$ cat src/rtl/cq_pkg.sv
package cq_pkg;

    localparam int REG_AW      = 3;
    localparam int WORD_W      = 64;
    localparam int CMD_WORDS   = 4;
    localparam int CMD_W       = WORD_W * CMD_WORDS;
    localparam int OPC_W       = 8;
    localparam int ENTRY_SHIFT = 5;   // 32-byte slots
    localparam int PAGE_SHIFT  = 12;  // 4096-byte pages
    localparam int QVALID_BIT  = 63;
    localparam int MV_LO       = 16;
    localparam int MV_HI       = 31;

    localparam logic [OPC_W-1:0] OP_FIRST    = 8'h01;
    localparam logic [OPC_W-1:0] OP_LAST     = 8'h0F;
    localparam logic [OPC_W-1:0] OP_SYNC     = 8'h05;
    localparam logic [OPC_W-1:0] OP_MOVE_ALL = 8'h0E;

    typedef enum logic [REG_AW-1:0] {
        RS_CTRL  = 3'd0,
        RS_QBASE = 3'd1,
        RS_WPTR  = 3'd2,
        RS_RPTR  = 3'd3,
        RS_TBL0  = 3'd4
    } reg_sel_e;

    typedef enum logic [2:0] {
        ST_IDLE,
        ST_CHECK,
        ST_FETCH,
        ST_SORT,
        ST_ISSUE
    } seq_state_e;

    typedef enum logic {
        ACT_SKIP,
        ACT_ISSUE
    } cmd_act_e;

    typedef struct packed {
        logic [WORD_W-1:0] w3;
        logic [WORD_W-1:0] w2;
        logic [WORD_W-1:0] w1;
        logic [WORD_W-1:0] w0;
    } cmd_t;

    function automatic logic op_in_range(input logic [OPC_W-1:0] op);
        return (op >= OP_FIRST) && (op <= OP_LAST);
    endfunction

endpackage

$ cat src/rtl/cq_classify.sv
module cq_classify
    import cq_pkg::*;
(
    input  logic [OPC_W-1:0]       opcode,
    input  logic [MV_HI-MV_LO:0]   mv_src,
    input  logic [MV_HI-MV_LO:0]   mv_dst,
    output cmd_act_e               act
);

    always_comb begin
        if (!op_in_range(opcode)) begin
            act = ACT_SKIP;
        end else if (opcode == OP_SYNC) begin
            act = ACT_SKIP;
        end else if (opcode == OP_MOVE_ALL && mv_src == mv_dst) begin
            act = ACT_SKIP;
        end else begin
            act = ACT_ISSUE;
        end
    end

endmodule

$ cat src/rtl/cq_regfile.sv
module cq_regfile
    import cq_pkg::*;
#(
    parameter int SIZE_W  = 8,
    parameter int ADDR_W  = 52,
    parameter int NUM_TBL = 2,
    localparam int OFF_W  = SIZE_W + 7
) (
    input  logic                     clk,
    input  logic                     rst,
    input  logic                     reg_we,
    input  logic [REG_AW-1:0]        reg_waddr,
    input  logic [WORD_W-1:0]        reg_wdata,
    input  logic [REG_AW-1:0]        reg_raddr,
    output logic [WORD_W-1:0]        reg_rdata,
    input  logic                     sec_off,
    input  logic                     busy,
    input  logic                     hw_rd_load,
    input  logic [OFF_W-1:0]         hw_rd_val,
    input  logic                     hw_stall_set,
    output logic                     enable,
    output logic                     q_valid,
    output logic [ADDR_W-PAGE_SHIFT-1:0] q_page,
    output logic [SIZE_W-1:0]        q_size,
    output logic [OFF_W-1:0]         wr_off,
    output logic [OFF_W-1:0]         rd_off,
    output logic                     stalled,
    output logic                     kick
);

    localparam int OFF_LSB = ENTRY_SHIFT;
    localparam int OFF_MSB = ENTRY_SHIFT + OFF_W - 1;

    logic [NUM_TBL-1:0][WORD_W-1:0] tbl_q;
    logic [NUM_TBL-1:0]             tbl_hit;
    logic                           cfg_open;
    logic                           ctrl_wr, qbase_wr, wptr_wr, rptr_sw_wr;
    logic [OFF_W-1:0]               wr_new;

    assign cfg_open   = !enable && !busy;
    assign ctrl_wr    = reg_we && reg_waddr == RS_CTRL;
    assign qbase_wr   = reg_we && reg_waddr == RS_QBASE && cfg_open;
    assign wptr_wr    = reg_we && reg_waddr == RS_WPTR;
    assign rptr_sw_wr = reg_we && reg_waddr == RS_RPTR && sec_off && !busy;
    assign wr_new     = reg_wdata[OFF_MSB:OFF_LSB];

    for (genvar t = 0; t < NUM_TBL; t++) begin : g_tbl_hit
        assign tbl_hit[t] = reg_we && cfg_open &&
                            reg_waddr == REG_AW'(int'(RS_TBL0) + t);
    end

    always_ff @(posedge clk) begin
        if (rst) begin
            enable  <= 1'b0;
            q_valid <= 1'b0;
            q_page  <= '0;
            q_size  <= '0;
            wr_off  <= '0;
            rd_off  <= '0;
            stalled <= 1'b0;
            kick    <= 1'b0;
            tbl_q   <= '0;
        end else begin
            kick <= (ctrl_wr && reg_wdata[0] && !enable) ||
                    (wptr_wr && wr_new != rd_off);
            if (ctrl_wr) begin
                enable <= reg_wdata[0];
            end
            if (qbase_wr) begin
                q_valid <= reg_wdata[QVALID_BIT];
                q_page  <= reg_wdata[ADDR_W-1:PAGE_SHIFT];
                q_size  <= reg_wdata[SIZE_W-1:0];
            end
            if (wptr_wr) begin
                wr_off <= wr_new;
            end
            if (hw_rd_load) begin
                rd_off <= hw_rd_val;
            end else if (rptr_sw_wr) begin
                rd_off <= reg_wdata[OFF_MSB:OFF_LSB];
            end
            if (hw_stall_set) begin
                stalled <= 1'b1;
            end else if (rptr_sw_wr) begin
                stalled <= 1'b0;
            end
            for (int t = 0; t < NUM_TBL; t++) begin
                if (tbl_hit[t]) begin
                    tbl_q[t] <= reg_wdata;
                end
            end
        end
    end

    always_comb begin
        reg_rdata = '0;
        case (reg_raddr)
            RS_CTRL:  reg_rdata[0] = enable;
            RS_QBASE: begin
                reg_rdata[QVALID_BIT]             = q_valid;
                reg_rdata[ADDR_W-1:PAGE_SHIFT]    = q_page;
                reg_rdata[SIZE_W-1:0]             = q_size;
            end
            RS_WPTR:  reg_rdata[OFF_MSB:OFF_LSB] = wr_off;
            RS_RPTR: begin
                reg_rdata[OFF_MSB:OFF_LSB] = rd_off;
                reg_rdata[0]               = stalled;
            end
            default: begin
                for (int t = 0; t < NUM_TBL; t++) begin
                    if (reg_raddr == REG_AW'(int'(RS_TBL0) + t)) begin
                        reg_rdata = tbl_q[t];
                    end
                end
            end
        endcase
    end

    AST_STALL_STICKY: assert property (@(posedge clk) disable iff (rst)
        (stalled && !rptr_sw_wr) |=> stalled);

    AST_BASE_FROZEN: assert property (@(posedge clk) disable iff (rst)
        enable |=> ($stable(q_valid) && $stable(q_page) && $stable(q_size)));

    AST_RPTR_GUARDED: assert property (@(posedge clk) disable iff (rst)
        (reg_we && reg_waddr == RS_RPTR && !sec_off && !hw_rd_load) |=> $stable(rd_off));

    AST_RPTR_NO_SET: assert property (@(posedge clk) disable iff (rst)
        (!stalled && !hw_stall_set) |=> !stalled);

endmodule

$ cat src/rtl/cq_sequencer.sv
module cq_sequencer
    import cq_pkg::*;
#(
    parameter int SIZE_W = 8,
    parameter int ADDR_W = 52,
    localparam int OFF_W = SIZE_W + 7
) (
    input  logic                     clk,
    input  logic                     rst,
    input  logic                     enable,
    input  logic                     kick,
    input  logic                     q_valid,
    input  logic [ADDR_W-PAGE_SHIFT-1:0] q_page,
    input  logic [SIZE_W-1:0]        q_size,
    input  logic [OFF_W-1:0]         wr_off,
    input  logic [OFF_W-1:0]         rd_off,
    output logic                     busy,
    output logic                     rd_load,
    output logic [OFF_W-1:0]         rd_val,
    output logic                     stall_set,
    output logic                     mem_req,
    output logic [ADDR_W-1:0]        mem_addr,
    input  logic                     mem_rvalid,
    input  logic [CMD_W-1:0]         mem_rdata,
    input  logic                     mem_err,
    output logic                     cmd_valid,
    output logic [OPC_W-1:0]         cmd_opcode,
    output logic [CMD_W-1:0]         cmd_words,
    input  logic                     cmd_done,
    input  logic                     cmd_stall
);

    localparam int CNT_W     = SIZE_W + 8;
    localparam int PER_PAGE  = PAGE_SHIFT - ENTRY_SHIFT;

    seq_state_e         state, nxt;
    logic               pend;
    logic               cap;
    cmd_t               cmd_q;
    cmd_act_e           act;
    logic [CNT_W-1:0]   slot_cnt;
    logic [CNT_W-1:0]   rd_inc;
    logic               wr_ok, rd_ok;

    assign slot_cnt = q_valid ? ((CNT_W'(q_size) + CNT_W'(1)) << PER_PAGE) : '0;
    assign wr_ok    = CNT_W'(wr_off) < slot_cnt;
    assign rd_ok    = CNT_W'(rd_off) < slot_cnt;
    assign rd_inc   = CNT_W'(rd_off) + CNT_W'(1);
    assign rd_val   = (rd_inc == slot_cnt) ? '0 : rd_inc[OFF_W-1:0];

    assign busy       = state != ST_IDLE;
    assign mem_req    = state == ST_FETCH;
    assign mem_addr   = {q_page, {PAGE_SHIFT{1'b0}}} + (ADDR_W'(rd_off) << ENTRY_SHIFT);
    assign cmd_valid  = state == ST_ISSUE;
    assign cmd_opcode = cmd_q.w0[OPC_W-1:0];
    assign cmd_words  = cmd_q;

    cq_classify u_classify (
        .opcode (cmd_q.w0[OPC_W-1:0]),
        .mv_src (cmd_q.w2[MV_HI:MV_LO]),
        .mv_dst (cmd_q.w3[MV_HI:MV_LO]),
        .act    (act)
    );

    always_comb begin
        nxt       = state;
        rd_load   = 1'b0;
        stall_set = 1'b0;
        cap       = 1'b0;
        case (state)
            ST_IDLE: begin
                if (kick || pend) nxt = ST_CHECK;
            end
            ST_CHECK: begin
                if (!enable || !wr_ok || !rd_ok || wr_off == rd_off) nxt = ST_IDLE;
                else nxt = ST_FETCH;
            end
            ST_FETCH: begin
                if (mem_rvalid) begin
                    if (mem_err) begin
                        stall_set = 1'b1;
                        nxt       = ST_IDLE;
                    end else begin
                        cap = 1'b1;
                        nxt = ST_SORT;
                    end
                end
            end
            ST_SORT: begin
                if (act == ACT_ISSUE) begin
                    nxt = ST_ISSUE;
                end else begin
                    rd_load = 1'b1;
                    nxt     = ST_CHECK;
                end
            end
            ST_ISSUE: begin
                if (cmd_done) begin
                    if (cmd_stall) begin
                        stall_set = 1'b1;
                        nxt       = ST_IDLE;
                    end else begin
                        rd_load = 1'b1;
                        nxt     = ST_CHECK;
                    end
                end
            end
            default: nxt = ST_IDLE;
        endcase
    end

    always_ff @(posedge clk) begin
        if (rst) begin
            state <= ST_IDLE;
            pend  <= 1'b0;
            cmd_q <= '0;
        end else begin
            state <= nxt;
            if (state == ST_IDLE) pend <= 1'b0;
            else if (kick)        pend <= 1'b1;
            if (cap) cmd_q <= mem_rdata;
        end
    end

    AST_FETCH_NEEDS_ENABLE: assert property (@(posedge clk) disable iff (rst)
        $rose(mem_req) |-> $past(enable));

    AST_FETCH_IN_RANGE: assert property (@(posedge clk) disable iff (rst)
        mem_req |-> (CNT_W'(rd_off) < slot_cnt));

    AST_DISPATCH_HOLD: assert property (@(posedge clk) disable iff (rst)
        (cmd_valid && !cmd_done) |=> (cmd_valid && $stable(cmd_words)));

    AST_NO_SYNC_ISSUE: assert property (@(posedge clk) disable iff (rst)
        cmd_valid |-> (cmd_opcode != OP_SYNC));

    AST_ISSUE_KNOWN_OP: assert property (@(posedge clk) disable iff (rst)
        cmd_valid |-> op_in_range(cmd_opcode));

endmodule

$ cat src/rtl/cmdq_consumer.sv
module cmdq_consumer
    import cq_pkg::*;
#(
    parameter int SIZE_W  = 8,
    parameter int ADDR_W  = 52,
    parameter int NUM_TBL = 2
) (
    input  logic                  clk,
    input  logic                  rst,
    input  logic                  reg_we,
    input  logic [REG_AW-1:0]     reg_waddr,
    input  logic [WORD_W-1:0]     reg_wdata,
    input  logic [REG_AW-1:0]     reg_raddr,
    output logic [WORD_W-1:0]     reg_rdata,
    input  logic                  sec_off,
    output logic                  mem_req,
    output logic [ADDR_W-1:0]     mem_addr,
    input  logic                  mem_rvalid,
    input  logic [CMD_W-1:0]      mem_rdata,
    input  logic                  mem_err,
    output logic                  cmd_valid,
    output logic [OPC_W-1:0]      cmd_opcode,
    output logic [CMD_W-1:0]      cmd_words,
    input  logic                  cmd_done,
    input  logic                  cmd_stall
);

    localparam int OFF_W = SIZE_W + 7;

    logic                         enable, q_valid, stalled, kick, busy;
    logic [ADDR_W-PAGE_SHIFT-1:0] q_page;
    logic [SIZE_W-1:0]            q_size;
    logic [OFF_W-1:0]             wr_off, rd_off, rd_val;
    logic                         rd_load, stall_set;

    cq_regfile #(
        .SIZE_W  (SIZE_W),
        .ADDR_W  (ADDR_W),
        .NUM_TBL (NUM_TBL)
    ) u_regs (
        .clk          (clk),
        .rst          (rst),
        .reg_we       (reg_we),
        .reg_waddr    (reg_waddr),
        .reg_wdata    (reg_wdata),
        .reg_raddr    (reg_raddr),
        .reg_rdata    (reg_rdata),
        .sec_off      (sec_off),
        .busy         (busy),
        .hw_rd_load   (rd_load),
        .hw_rd_val    (rd_val),
        .hw_stall_set (stall_set),
        .enable       (enable),
        .q_valid      (q_valid),
        .q_page       (q_page),
        .q_size       (q_size),
        .wr_off       (wr_off),
        .rd_off       (rd_off),
        .stalled      (stalled),
        .kick         (kick)
    );

    cq_sequencer #(
        .SIZE_W (SIZE_W),
        .ADDR_W (ADDR_W)
    ) u_seq (
        .clk        (clk),
        .rst        (rst),
        .enable     (enable),
        .kick       (kick),
        .q_valid    (q_valid),
        .q_page     (q_page),
        .q_size     (q_size),
        .wr_off     (wr_off),
        .rd_off     (rd_off),
        .busy       (busy),
        .rd_load    (rd_load),
        .rd_val     (rd_val),
        .stall_set  (stall_set),
        .mem_req    (mem_req),
        .mem_addr   (mem_addr),
        .mem_rvalid (mem_rvalid),
        .mem_rdata  (mem_rdata),
        .mem_err    (mem_err),
        .cmd_valid  (cmd_valid),
        .cmd_opcode (cmd_opcode),
        .cmd_words  (cmd_words),
        .cmd_done   (cmd_done),
        .cmd_stall  (cmd_stall)
    );

    AST_STALL_HOLDS_PTR: assert property (@(posedge clk) disable iff (rst)
        (stall_set && !rd_load) |=> $stable(rd_off));

endmodule

$ cat config.mk
export PLATFORM = sky130hd
export DESIGN_NAME = cmdq_consumer
export DESIGN_NICKNAME = d
export VERILOG_FILES = /design/src/rtl/cq_pkg.sv /design/src/rtl/cq_classify.sv /design/src/rtl/cq_regfile.sv /design/src/rtl/cq_sequencer.sv /design/src/rtl/cmdq_consumer.sv
export SDC_FILE = /design/constraint.sdc
export NUM_CORES = 1
export LEC_CHECK = 0
export ABC_AREA = 0
export BUFFER_PORTS_ARGS = -buffer_cell sky130_fd_sc_hd__buf_2
export CORE_AREA = 3 3 276 278
export DETAILED_ROUTE_END_ITERATION = 8
export DIE_AREA = 0 0 279 281
export GPL_TIMING_DRIVEN = 0
export SYNTH_ARGS = -nofsm -noshare
export SYNTH_HDL_FRONTEND = slang
export SYNTH_SLANG_ARGS = --single-unit
$ cat constraint.sdc
create_clock -name clk -period 6.5 [get_ports clk]
set_input_delay 0 -clock clk [delete_from_list [all_inputs] [get_ports clk]]
set_output_delay 0 -clock clk [all_outputs]
set_load 0.1 [all_outputs]
# Yosys cells after proc, flatten, opt, wreduce, memory -nomap -nowiden
# Index checks and enable logic that the tools add are counted.
[op_classes] order_cmp=4 n_eq_ne=23 shifts=0 n_bitwise=0 reduce_logical=36 n_mux=39 n_div=0 mul=0 n_addsub=3
[op_table] cell="2-to-1 mux 64 bit" count=2
[op_table] cell="case mux 32 bit (2 select lines)" count=1
[op_table] cell="adder 52 x 20 -> 52 bit" count=1
[op_table] cell="2-to-1 mux 15 bit" count=3
[op_table] cell="equality test 16 bit" count=2
[op_table] cell="< comparator 15 x 16 -> 1 bit" count=2
[op_table] cell="case mux 8 bit (4 select lines)" count=1
[op_table] cell="equality test 3 x 2 -> 1 bit (second input constant)" count=6
[op_table] cell="adder 15 x 1 -> 16 bit (second input constant)" count=1
[op_table] cell="logical AND 1 bit" count=16
[op_table] cell="2-to-1 mux 1 bit" count=16
[op_table] cell="2-to-1 mux 16 bit" count=1
[op_table] cell="equality test 15 bit" count=1
[op_table] cell="equality test 3 bit (second input constant)" count=5
[op_table] cell="!= test 15 bit" count=1
[op_table] cell="case mux 3 bit (5 select lines)" count=1
[op_table] cell="2-to-1 mux 3 bit" count=4
[op_table] cell="case mux 3 bit (4 select lines)" count=1
[op_table] cell="case mux 4 bit (3 select lines)" count=1
[op_table] cell="2-to-1 mux 11 bit" count=1
[op_table] cell="adder 8 x 1 -> 9 bit (second input constant)" count=1
[op_table] cell="equality test 3 x 1 -> 1 bit (second input constant)" count=3
[op_table] cell="logical NOT 3 bit" count=3
[op_table] cell="equality test 8 x 3 -> 1 bit (second input constant)" count=1
[op_table] cell="other kinds (16)" count=30
[word_totals] in_bits=334 n_memories=0 mem_bits_rw=0 romBits=0 latch_bits=0 wordCells=121 output_inout_bits=382 register_bits=470

# Depth between registers and ports, before layout
[depth] word_depth=9 ltp_mapped=12 mapped_depth_nobuf=11

# Modules after synthesis
# Synthesis repeated with hierarchy kept, for this count alone.
[unflattened] cells_unflattened=2691 area_unflattened_um2=20748.6
[modules_own_cells] mod="cq_sequencer" cells_each=1477 instances=1 area_per_inst_um2=11265.8 seq_area_each_um2=5205.0
[modules_own_cells] mod="cq_regfile" cells_each=1187 instances=1 area_per_inst_um2=9267.6 seq_area_each_um2=4204.0
[modules_own_cells] mod="cq_classify" cells_each=27 instances=1 area_per_inst_um2=215.2 seq_area_each_um2=0.0

# Worst setup path before layout
# OpenSTA, ideal clock, no wires.
[synth_timing] path_kind="reg2out" from="register u_regs.rd_off[8]" to="output port mem_addr[42]" t_required_ns=6.500 path_stages_with_launch=12 setup_slack_ns=2.893 n_path_buf=1 arrival_time_ns=3.607 cell_sequence="dfxtp_1 buf_4 inv_1 fa_1 nor2b_1 o21ai_0 a21boi_0 o21a_1 o211ai_1 nor2_4 nand3_1 xnor2_1"
[synth_via] elab_chain_cells=1
[synth_rtl] item="start: declaration" line="cq_regfile.sv:26" text="output logic [OFF_W-1:0] rd_off,"
[synth_rtl] item="start signal: assignment" line="cq_regfile.sv:78" text="rd_off <= hw_rd_val;"
[synth_rtl] item="start signal: assignment" line="cq_regfile.sv:80" text="rd_off <= reg_wdata[OFF_MSB:OFF_LSB];"
[synth_rtl] item="adder 52 x 20 -> 52 bit" line="cq_sequencer.sv:53" text="assign mem_addr = {q_page, {PAGE_SHIFT{1'b0}}} + (ADDR_W'(rd_off) << ENTRY_SHIFT);"
[synth_rtl] item="end: declaration" line="cmdq_consumer.sv:17" text="output logic [ADDR_W-1:0] mem_addr,"
# Every way passes these cells.

# Final worst setup path
[layout_timing] from="register u_regs.rd_off[8]" to="output port mem_addr[50]"
# The elaborated chain is that of the path after synthesis.

==> flow_summary_export.csv <==
group,metric,value,unit
power_and_ir_drop,leakage,12.96,nW
setup_path,endpoint,"mem_addr[50]",
power_and_ir_drop,powerDensity,224.1,mW/mm^2
yosys,yosysMostFrequentCell,"nand2_1",
floorplan,initial_utilization,27.95,%
floorplan,core-area,0.07420,mm^2
clocking,cts_buffers,54,
route,post_drt_wl_per_cell,20.89,um
yosys,syn_inst,2674,
clocking,htree_levels,2,
route,first_iter_violations,1642,
sta,fin_tns_setup,0,ns
setup_path,cp.arrival,4.04,ns
placed_design,dp.cells,4352,
yosys,ys_top_cells_by_area,"dfxtp_1 45%, nand2_1 17%, a21oi_1 12%",
yosys,yosysWarnings,0,
power_and_ir_drop,power,6.887,mW
yosys,synth_edf_count,0,
clocking,clk_latency,0.62,ns
yosys,syn-cell-area,0.02074,mm^2
grt,grt_max_degree,15,
sta,setup_violations,0,
yosys,seq_area_frac_synth,45.38,%
sta,worst_clock_skew,0.02578,ns
setup_path,critPathLaunchType,"register",
floorplan,fp-row-count,100,
power_and_ir_drop,p_switching,1.744,mW
layout,regArea,0.009409,mm^2
clocking,path_clk_slew,0.06,ns
grt,grt_pass1_wl,144200,um
yosys,ys_types,74,
setup_path,max_stage_delay,0.48,ns
sta,grt_setup_unrepaired,"false",
layout,fin_util,41.43,%
route,drc,0,
yosys,synth_top_area_cell,"dfxtp_1",
sta,finalCriticalPeriod,4.044,ns
clocking,postCtsSetupRepairBufs,0,
sta,hold_viol,0,
layout,fin_nets,4128,
layout,drive_gt1_share,25.11,%
floorplan,die_h,281,um
floorplan,die_x,279,um
sta,slew_violations,0,
status,outcome,"finished clean",
power_and_ir_drop,power.internal,5.142,mW
setup_path,reg2regPathDepth,7,
power_and_ir_drop,clkPwrFrac,47.5,%
setup_path,slowest_stage,"buf_2",
route,dr_total_vias,23220,
placed_design,port_buffers,705,
clocking,cts_root_buf,"clkbuf_16",
clocking,clkSinkCount,470,
setup_path,crit_path_end_kind,"primary output",
placed_design,gp_congestion,0.9304,
sta,hold_ws,0.1177,ns
placed_design,dp_hpwl,76840,um
grt,grt_pass1_vias,22680,
setup_path,cp-startpoint,"u_regs.rd_off[8]",
yosys,synth_area_per_cell,7.755,um^2
setup_path,critPathRequiredTime,6.50,ns
layout,syn_to_final_growth,48.23,%
setup_path,r2r_setup_slack,3.59,ns
power_and_ir_drop,switching_share,25.33,%
yosys,yosys-top-cells-count,"929 x nand2_1, 482 x a21oi_1, 470 x dfxtp_1, 133 x clkbuf_1, 74 x nor2_1",
route,drtAntennaViolNets,0,
clocking,cts_tree,"done",
sta,worst_pin_slew,1.168,ns
sta,fmax,247.3,MHz
route,finalWirelength,100200,um
power_and_ir_drop,combinationalPowerShare,10.0,%
setup_path,path_class,"reg -> out",
route,routed_via_density,4.840,
yosys,synth_top_area_share,45.38,%
yosys,ys_async_sr_fraction,0,%
layout,final_cells,4798,
sta,fin_crit_sh,62.22,%
run,cap_violations,0,
grt,grt.overflow.total,0,
sta,slew_headroom,22.10,%
setup_path,r2r-start,"u_seq.cmd_opcode[5]",
yosys,ys_dominant_reg_cell,"dfxtp_1",
clocking,clock_path_buffers,3,
setup_path,critPathMaxFanout,8,
layout,multi_input_area,0.01026,mm^2
setup_path,cp_cell_sequence,"buf_4 -> inv_1 -> fa_1 -> nor2b_1 -> o21ai_0 -> a21boi_0 -> o21a_1 -> o211ai_1 -> nor2_4 -> nand3_1 -> xnor2_1 -> buf_2",
floorplan,ioPinCount,716,
layout,fillers,7527,
setup_path,reg2reg_to,"u_regs.rd_off[13]",
power_and_ir_drop,peakVddDrop,190.2,uV
hold_path,hp-class,"in -> reg",
route,first_pass_iters,5,
grt,grt_usage,24.23,%
power_and_ir_drop,power_frac_seq,42.5,%
grt,antenna_found_initial,25,
yosys,synth_seq_cells,470,
floorplan,dieArea,0.07840,mm^2
-- through the flow --
stage                     area, um^2  setup slack (ns)
after floorplan                20750             2.893
after global placement         25490             3.079
after detailed placement       25490             3.099
after CTS                      30690             2.410
after global routing           30730             2.258
final                          30740             2.456
-- per-layer routing --
layer / up-vias / GRT usage, % / share of wire (%)
met5: - / 0 / 0
met4: 0 / 11.53 / 5.1
met3: 230 / 5.350 / 7.2
met2: 990 / 43.14 / 49
met1: 10920 / 27.55 / 38
li1: 11080 / - / -
-- power by group through the flow --
| stage | Sequential [mW] | Clock, mW | Combinational, mW |
|---|---|---|---|
| floorplan | 2.99 | 0 | 0.273 |
| global placement | 2.99 | 0 | 0.507 |
| detailed placement | 2.99 | 0 | 0.507 |
| CTS | 2.93 | 3.33 | 0.681 |
| global route | 2.93 | 3.44 | 0.725 |
| finish | 2.93 | 3.27 | 0.687 |
-- kinds of logic after synthesis --
family	after synthesis	synth area share (%)
adders and majority gates	25	1.545
muxes	82	4.248
buffers and inverters	240	5.213
and+or+nand+nor	1146	23.24
DFF	470	45.37
xor gates and xnor gates	103	4.387
AOI/OAI and AO/OA	607	15.97
other	1	0.01808
-- sequential cells by signal, summed over array words and instances, names as in the netlist --
signal            cells
u_regs.wr_off        15
u_regs.q_valid        1
u_regs.rd_off        15
u_seq.cmd_words     248
u_regs.kick           1
u_seq.cmd_opcode      8
u_regs.q_size         8
u_regs.stalled        1
u_regs.enable         1
u_seq.pend            1
u_regs.q_page        40
u_seq.state           3
u_regs.tbl_q        128
-- critical path, delay by kind of cell, from the launching register on --
family | cells | cell delay [ns]
buffers and inverters | 3 | 0.78
xor gates and xnor gates | 1 | 0.24
AOI/OAI and AO/OA | 4 | 1.03
DFF | 1 | 0.37
adders and majority gates | 1 | 0.44
and+or+nand+nor | 3 | 0.57
-- worst min path at each step --
stage                                 to  cells past startpoint            from  slack (ns)
CTS                    u_regs.rd_off[11]                      3             rst        0.07
global route           u_regs.rd_off[11]                      3             rst        0.11
global placement    u_seq.cmd_words[107]                      3  mem_rdata[107]        0.24
finish                 u_regs.rd_off[11]                      3             rst        0.12
floorplan              u_regs.tbl_q[100]                      2   reg_wdata[36]        0.14
detailed placement  u_seq.cmd_words[226]                      3  mem_rdata[226]        0.25
-- placed cells by master (no fill, tap or decap), drive strengths merged, types with 24 or more instances in the layout --
master	n
a21oi	482
a22oi	48
buf	791
clkbuf	211
dfxtp	470
dlygate4sd3	330
ha	24
inv	24
mux2	48
mux2i	34
nand2	929
nand3	34
nor2	76
o21ai	27
xnor2	52
xor2	51
-- what timing repair did --
action | CTS | global route
resized for setup | 0 | 0
hold buffers | 330 | 0
endpoints found under the setup margin | 0 | 0
endpoints found under the hold margin | 469 | 0
-- layout make-up --
class | count | area share (%)
antenna | 18 | 0.1465
sequential | 470 | 30.61
timing repair buffer | 1035 | 22.23
clock inverter | 20 | 0.9607
inverter | 21 | 0.2565
clock buffer | 78 | 5.210
multi-input combinational | 1968 | 33.38
tap | 969 | 3.944
buffer | 219 | 3.261
Note: power is estimated with default switching activity, not from simulation.
